**config.mk**
```make
export PLATFORM = sky130hd
export DESIGN_NAME = aclk_gen
export DESIGN_NICKNAME = d
export VERILOG_FILES = /design/src/rtl/aclk_pkg.sv /design/src/rtl/aclk_ctrl.sv /design/src/rtl/aclk_dp.sv /design/src/rtl/aclk_gen.sv
export SDC_FILE = /design/constraint.sdc
export NUM_CORES = 1
export LEC_CHECK = 0
export BUFFER_PORTS_ARGS = -buffer_cell sky130_fd_sc_hd__buf_2
export CORE_ASPECT_RATIO = 0.7
export CORE_UTILIZATION = 45
export CTS_CLUSTER_SIZE = 8
export DETAILED_ROUTE_END_ITERATION = 12
export PLACE_DENSITY_LB_ADDON = 0.25
export SETUP_SLACK_MARGIN = 0.02
export SLEW_MARGIN = 20
export SYNTH_ARGS = -nofsm -noshare
export SYNTH_HDL_FRONTEND = slang
export SYNTH_SLANG_ARGS = --single-unit
export TNS_END_PERCENT = 1
```
**constraint.sdc**
```tcl
create_clock -name clk -period 2.2 [get_ports clk]
set_input_delay 0.11 -clock clk [delete_from_list [all_inputs] [get_ports clk]]
set_output_delay 0.11 -clock clk [all_outputs]
set_load 0.03 [all_outputs]
```
**src/rtl/aclk_pkg.sv**
```systemverilog
`timescale 1ns/1ps
package aclk_pkg;

  // Active configuration captured at a frame boundary
  typedef struct packed {
    logic       run;
    logic [1:0] divM1;   // master cycles per bit minus one
    logic       net;
    logic       bclInv;
    logic       fsInv;
  } clkCfg_t;

  // Strobes and settings passed from control to datapath
  typedef struct packed {
    logic run;
    logic load;      // frame boundary: restart bit count
    logic bitEnd;    // last master cycle of a bit
    logic bclHigh;   // uninverted bit-clock phase
    logic net;
    logic bclInv;
    logic fsInv;
  } ctrlStrobe_t;

  // Returns {valid, divM1} for a rate code
  function automatic logic [2:0] decodeRate(input logic [3:0] code);
    case (code)
      4'b1000: decodeRate = {1'b1, 2'd3};  // master / 4
      4'b1001: decodeRate = {1'b1, 2'd1};  // master / 2
      4'b1010: decodeRate = {1'b1, 2'd1};  // master / 2
      default: decodeRate = {1'b0, 2'd0};  // reserved: stopped
    endcase
  endfunction

endpackage

```
**src/rtl/aclk_ctrl.sv**
```systemverilog
`timescale 1ns/1ps
module aclk_ctrl
  import aclk_pkg::*;
#(
  parameter int PAIR_W = 2
) (
  input  logic              clk,
  input  logic              rstN,
  input  logic              genOn,
  input  logic [3:0]        rateCode,
  input  logic              netMode,
  input  logic [PAIR_W-1:0] pairSel,
  input  logic              bclInvert,
  input  logic              fsInvert,
  input  logic              frameLast,
  output logic [PAIR_W-1:0] pairsQ,
  output ctrlStrobe_t       strobe
);

  clkCfg_t    cfgQ;
  clkCfg_t    nextCfg;
  logic [1:0] divCnt;
  logic [2:0] rateDec;
  logic       lastDiv;
  logic       bitEnd;
  logic       load;

  always_comb begin
    rateDec        = decodeRate(rateCode);
    nextCfg.run    = genOn & rateDec[2];
    nextCfg.divM1  = rateDec[1:0];
    nextCfg.net    = netMode;
    nextCfg.bclInv = bclInvert;
    nextCfg.fsInv  = fsInvert;
  end

  assign lastDiv = (divCnt == cfgQ.divM1);
  assign bitEnd  = cfgQ.run & lastDiv;
  // Settings are taken while stopped, or after the final cycle of a frame
  assign load    = ~cfgQ.run | (bitEnd & frameLast);

  always_ff @(posedge clk or negedge rstN) begin
    if (!rstN) begin
      cfgQ   <= '0;
      pairsQ <= '0;
      divCnt <= '0;
    end else if (load) begin
      cfgQ   <= nextCfg;
      pairsQ <= pairSel;
      divCnt <= '0;
    end else if (lastDiv) begin
      divCnt <= '0;
    end else begin
      divCnt <= divCnt + 2'd1;
    end
  end

  always_comb begin
    strobe.run     = cfgQ.run;
    strobe.load    = load;
    strobe.bitEnd  = bitEnd;
    strobe.bclHigh = (divCnt > (cfgQ.divM1 >> 1));
    strobe.net     = cfgQ.net;
    strobe.bclInv  = cfgQ.bclInv;
    strobe.fsInv   = cfgQ.fsInv;
  end

  // phase counter never passes the decoded ratio
  p_div_range_r2: assert property (@(posedge clk) disable iff (!rstN)
    cfgQ.run |-> (divCnt <= cfgQ.divM1));

  // settings hold for the whole frame
  p_cfg_hold_r9: assert property (@(posedge clk) disable iff (!rstN)
    (cfgQ.run && !load) |=> ($stable(cfgQ) && $stable(pairsQ)));

endmodule

```
**src/rtl/aclk_dp.sv**
```systemverilog
`timescale 1ns/1ps
module aclk_dp
  import aclk_pkg::*;
#(
  parameter  int SLOT_BITS = 16,
  parameter  int MAX_PAIRS = 4,
  localparam int PAIR_W    = (MAX_PAIRS > 1) ? $clog2(MAX_PAIRS) : 1,
  localparam int PAIR_BITS = 2 * SLOT_BITS,
  localparam int FRAME_MAX = PAIR_BITS * MAX_PAIRS,
  localparam int CNT_W     = $clog2(FRAME_MAX),
  localparam int SLOT_SH   = $clog2(PAIR_BITS)
) (
  input  logic              clk,
  input  logic              rstN,
  input  ctrlStrobe_t       strobe,
  input  logic [PAIR_W-1:0] pairsQ,
  output logic              frameLast,
  output logic              bclOut,
  output logic              fsOut,
  output logic [PAIR_W-1:0] slotOut
);

  logic [CNT_W-1:0]  bitCnt;
  logic [CNT_W:0]    frameLen;
  logic              fsRaw;
  logic [PAIR_W-1:0] slotRaw;

  always_comb begin
    frameLen  = strobe.net ? (CNT_W+1)'(PAIR_BITS * (int'(pairsQ) + 1))
                           : (CNT_W+1)'(PAIR_BITS);
    frameLast = ({1'b0, bitCnt} == (frameLen - 1'b1));
    fsRaw     = strobe.net ? (bitCnt == '0) : (bitCnt >= CNT_W'(SLOT_BITS));
    slotRaw   = strobe.net ? PAIR_W'(bitCnt >> SLOT_SH) : '0;
  end

  always_ff @(posedge clk or negedge rstN) begin
    if (!rstN) begin
      bitCnt  <= '0;
      bclOut  <= 1'b0;
      fsOut   <= 1'b0;
      slotOut <= '0;
    end else begin
      if (strobe.load)        bitCnt <= '0;
      else if (strobe.bitEnd) bitCnt <= bitCnt + 1'b1;
      bclOut  <= strobe.run ? (strobe.bclHigh ^ strobe.bclInv) : strobe.bclInv;
      fsOut   <= strobe.run ? (fsRaw ^ strobe.fsInv) : strobe.fsInv;
      slotOut <= strobe.run ? slotRaw : '0;
    end
  end

  // the bit index wraps to zero after the last bit of a frame
  p_frame_wrap_r3: assert property (@(posedge clk) disable iff (!rstN)
    (strobe.bitEnd && frameLast) |=> (bitCnt == '0));

  // slot index stays within the configured pair count
  p_slot_range_r5: assert property (@(posedge clk) disable iff (!rstN)
    (strobe.run && strobe.net) |-> (slotRaw <= pairsQ));

  // a stopped generator presents no slot index
  p_idle_quiet_r7: assert property (@(posedge clk) disable iff (!rstN)
    !strobe.run |=> (slotOut == '0));

endmodule

```
**src/rtl/aclk_gen.sv**
```systemverilog
`timescale 1ns/1ps
module aclk_gen
  import aclk_pkg::*;
#(
  parameter  int SLOT_BITS = 16,
  parameter  int MAX_PAIRS = 4,
  localparam int PAIR_W    = (MAX_PAIRS > 1) ? $clog2(MAX_PAIRS) : 1
) (
  input  logic              clk,
  input  logic              rstN,
  input  logic              genOn,
  input  logic [3:0]        rateCode,
  input  logic              netMode,
  input  logic [PAIR_W-1:0] pairSel,
  input  logic              bclInvert,
  input  logic              fsInvert,
  output logic              bclOut,
  output logic              fsOut,
  output logic [PAIR_W-1:0] slotOut
);

  ctrlStrobe_t       strobe;
  logic [PAIR_W-1:0] pairsQ;
  logic              frameLast;

  aclk_ctrl #(.PAIR_W(PAIR_W)) u_ctrl (
    .clk       (clk),
    .rstN      (rstN),
    .genOn     (genOn),
    .rateCode  (rateCode),
    .netMode   (netMode),
    .pairSel   (pairSel),
    .bclInvert (bclInvert),
    .fsInvert  (fsInvert),
    .frameLast (frameLast),
    .pairsQ    (pairsQ),
    .strobe    (strobe)
  );

  aclk_dp #(.SLOT_BITS(SLOT_BITS), .MAX_PAIRS(MAX_PAIRS)) u_dp (
    .clk       (clk),
    .rstN      (rstN),
    .strobe    (strobe),
    .pairsQ    (pairsQ),
    .frameLast (frameLast),
    .bclOut    (bclOut),
    .fsOut     (fsOut),
    .slotOut   (slotOut)
  );

endmodule

```
==> metrics.csv <==
stage;metric;value;unit
clock_tree;clk_pin_slew_worst_paths;0.07;ns
layout;n_antenna_cell;0;
logic_synthesis;synth_cell_types;30;
global_routing;grt.total_usage;0.1718;
timing;grt_setup_unrepaired;true;
placement;placed_cell_area;0.001290;mm2
logic_synthesis;synth_common_cells;dfrtp_1, nor2_1;
logic_synthesis;synth_top_family_by_area;simple AND/OR/NAND/NOR gates;
timing;hold_viol_final;0;
layout;drive_gt1_frac;0.3095;
floorplan;die_w;62.85;um
logic_synthesis;synthTopCellsByArea;dfrtp_1, ha_1, xnor2_4;
global_routing;overflow;0;
min_path;hp-class;input pin to flop;
logic_synthesis;synthesis.area;0.001166;mm2
power_and_ir_drop;internal_power;896.5;uW
drt;drtPass1Iterations;4;
timing;finalCriticalPeriod;2.186;ns
logic_synthesis;synth-seq-cells;21;
min_path;hold_depth;3;
timing;fin_skew;0.001342;ns
placement;detailed_place_hpwl;1459;um
timing;fmax;457.5;MHz
timing;max_slew_margin;0.6818;
layout;final_util;0.5501;
clock_tree;cts_sinks;21;
floorplan;die_area;0.002802;mm2
power_and_ir_drop;leakage;0.6269;nW
logic_synthesis;netlist_instances;105;
timing;tns;0;ns
power_and_ir_drop;p_clk_frac;0.177;
drt;vias;799;
floorplan;start_util;0.4743;
power_and_ir_drop;sw_frac_of_total;0.3620;
power_and_ir_drop;p_switching;508.6;uW
clock_tree;clockRootBuffer;clkbuf_8;
logic_synthesis;yosysSeqAreaShare;0.4506;
logic_synthesis;synth_top_flop_cell;dfrtp_1;
layout;fin_cells;160;
setup_path;worstSetupPathType;flop to flop;
clock_tree;clkLatencyLatePin;0.26;ns
timing;finalSetupViolCount;0;
power_and_ir_drop;power_frac_seq;0.402;
clock_tree;cts_buffer_depth;2;
setup_path;rrSetupSlack;0.01;ns
min_path;worstHoldEndpoint;u_ctrl.strobe[6];
setup_path;timing.rr.end;u_ctrl.pairsQ[1];
logic_synthesis;synthXorXnorAreaFrac;0.1073;
layout;syn_to_final_growth;15.99;%
timing;worstMarginPinSlew;0.4773;ns
power_and_ir_drop;peakVddDrop;0.5874;mV
drt;wirelength;1993;um
layout;nFillCells;222;
clock_tree;cts_tree;built;
global_routing;grt_pass1_vias;744;
setup_path;worstPathCellList;ha_1, nand2_1, ha_1, xor2_1, o2111ai_2, o31ai_4, buf_4, mux2_2;
setup_path;r2r_cells;8;
logic_synthesis;synthAdderAreaFrac;0.05365;
setup_path;startpoint_type;flop;
global_routing;grt_max_degree;22;
setup_path;crit_arrival;2.33;ns
logic_synthesis;synthMuxAreaShare;0.06438;
clock_tree;numCtsBuffers;3;
logic_synthesis;async_reset_ff_frac;1.000;
timing;drv_slew;0;
drt;ant_nets;0;
floorplan;dieHeight;44.59;um
logic_synthesis;synth_top_area_frac;0.4506;
logic_synthesis;synth_compound_area_frac;0.08691;
floorplan;core_area;0.002459;mm2
setup_path;r2r-start;u_ctrl.pairsQ[0];
placement;port_buffers;15;
timing;fin_crit_sh;0.9935;
global_routing;grt_pass1_wl;3484;um
min_path;worstHoldStart;genOn;
global_routing;antenna_found_initial;0;
drt;drtIter0Drc;34;
drt;avgRoutedWirePerCell;12.46;um
logic_synthesis;ys.warnings.count;0;
logic_synthesis;yosysTopAreaCell;dfrtp_1;
setup_path;end_kind;flop;
power_and_ir_drop;powerDensity;1039;mW/mm2
setup_path;cp_max_fo;6;
floorplan;io_pins;16;
logic_synthesis;synth-simple-area-share;0.2006;
setup_path;cp_slowest_cell;dfrtp_1;
placement;gp_congestion;0.7266;
clock_tree;cts_max_level;1;
drt;drc_errors;0;
run_status;status;finished clean;
logic_synthesis;synth_area_per_cell;11.11;um2
power_and_ir_drop;p_comb_frac;0.421;
run;max_cap_viol_count;0;
setup_path;critical_path_required;2.35;ns
layout;nets;144;
logic_synthesis;synth_edf_count;0;
drt;vias_per_cell;4.994;
layout;stdcell_area;0.001353;mm2
logic_synthesis;synth_most_common_cell;dfrtp_1;
logic_synthesis;synth_nets;122;
timing;whs;0.05483;ns
setup_path;path_common_cell;ha_1;
floorplan;rows;15;
setup_path;max_stage_delay;0.38;ns
placement;placed_cells;155;
==> cell usage in the layout (no fill, tap or decap), drive strengths merged, types with 2 or more instances in the layout <==
cell	instances
a21oi	5
and2	3
and3	5
buf	19
clkbuf	3
dfrtp	21
ha	5
inv	5
mux2	6
nand2	5
nand2b	2
nand3	3
nand4	3
nor2	10
nor3	3
o21ai	5
or2b	3
or3	3
xnor2	7
xor2	3
==> worst max-delay path: cells and delay by family, from the launching register on <==
kind / cells / cell delay (ns)
compound gates: 2 / 0.39
xor+xnor: 1 / 0.17
fa+ha+maj: 2 / 0.56
buf+inv: 1 / 0.19
flops: 1 / 0.38
mux: 1 / 0.33
simple gates: 1 / 0.05
==> repair_timing <==
| action | 4_1_cts | 5_1_grt |
|---|---|---|
| pin swaps | 0 | 0 |
| hold buffers | 1 | 0 |
| buffers inserted | 0 | 0 |
| gates resized for setup | 1 | 0 |
| gates cloned | 0 | 0 |
| endpoints found under the setup margin | 6 | 6 |
| endpoints found under the hold margin | 21 | 0 |
==> flip-flops by register name, summed over array words and instances (netlist names) <==
register / flops
u_dp.bitCnt: 7
u_dp.fsOut: 1
u_dp.bclOut: 1
u_dp.slotOut: 2
u_ctrl.cfgQ: 2
u_ctrl.divCnt: 2
u_ctrl.strobe: 4
u_ctrl.pairsQ: 2
==> how the worst max path moves through the flow <==
stage,startpoint,endpoint,slack (ns)
6_report,u_ctrl.pairsQ[0],u_ctrl.pairsQ[1],0.01
5_1_grt,u_ctrl.pairsQ[1],u_ctrl.pairsQ[1],-0.1
4_1_cts,u_ctrl.pairsQ[0],u_ctrl.pairsQ[1],-0.007
3_5_place_dp,u_ctrl.pairsQ[0],u_ctrl.pairsQ[1],-0.006
3_3_place_gp,u_ctrl.pairsQ[0],u_ctrl.strobe[0],0.03
2_1_floorplan,u_ctrl.pairsQ[0],u_ctrl.strobe[0],0.006
==> through the flow <==
stage | worst slack (ns) | power [mW]
floorplan | 0.006452 | 1.030
global route | -0.09978 | 1.530
CTS | -0.007491 | 1.427
global placement | 0.03059 | 1.145
finish | 0.01437 | 1.405
detailed placement | -0.006384 | 1.159
==> layout make-up <==
class	instances	area [um2]	share of cell area
multi-input cells	76	604.3	0.4468
clock buffers	3	41.29	0.03053
repair buffers	20	115.1	0.08511
well taps	34	42.54	0.03145
inverters	5	18.77	0.01388
flip-flops and latches	21	525.5	0.3885
clock inverters	1	5.005	0.003700
==> routing by layer <==
metal  track usage  wire length [um]  vias to the layer above
met5             0                 0                        -
met4       0.05581                11                        0
met3       0.06443               109                        2
met2        0.2848               907                       21
met1        0.2110               964                      371
li1              -                 -                      405
==> power by group through the flow <==
stage / registers [mW] / logic [mW] / clock network [mW]
final: 0.565 / 0.592 / 0.249
after CTS: 0.565 / 0.599 / 0.263
after floorplan: 0.593 / 0.437 / 0
after global routing: 0.579 / 0.662 / 0.289
after global placement: 0.570 / 0.575 / 0
after detailed placement: 0.573 / 0.586 / 0
==> logic make-up after synthesis <==
family                   Yosys count
AO/OA/AOI/OAI                     14
XOR/XNOR                          10
buffers and inverters              8
flip-flops                        21
multiplexers                       6
AND/OR/NAND/NOR                   41
adder cells (fa/ha/maj)            5
No activity file was read; power rests on OpenSTA's default activity.
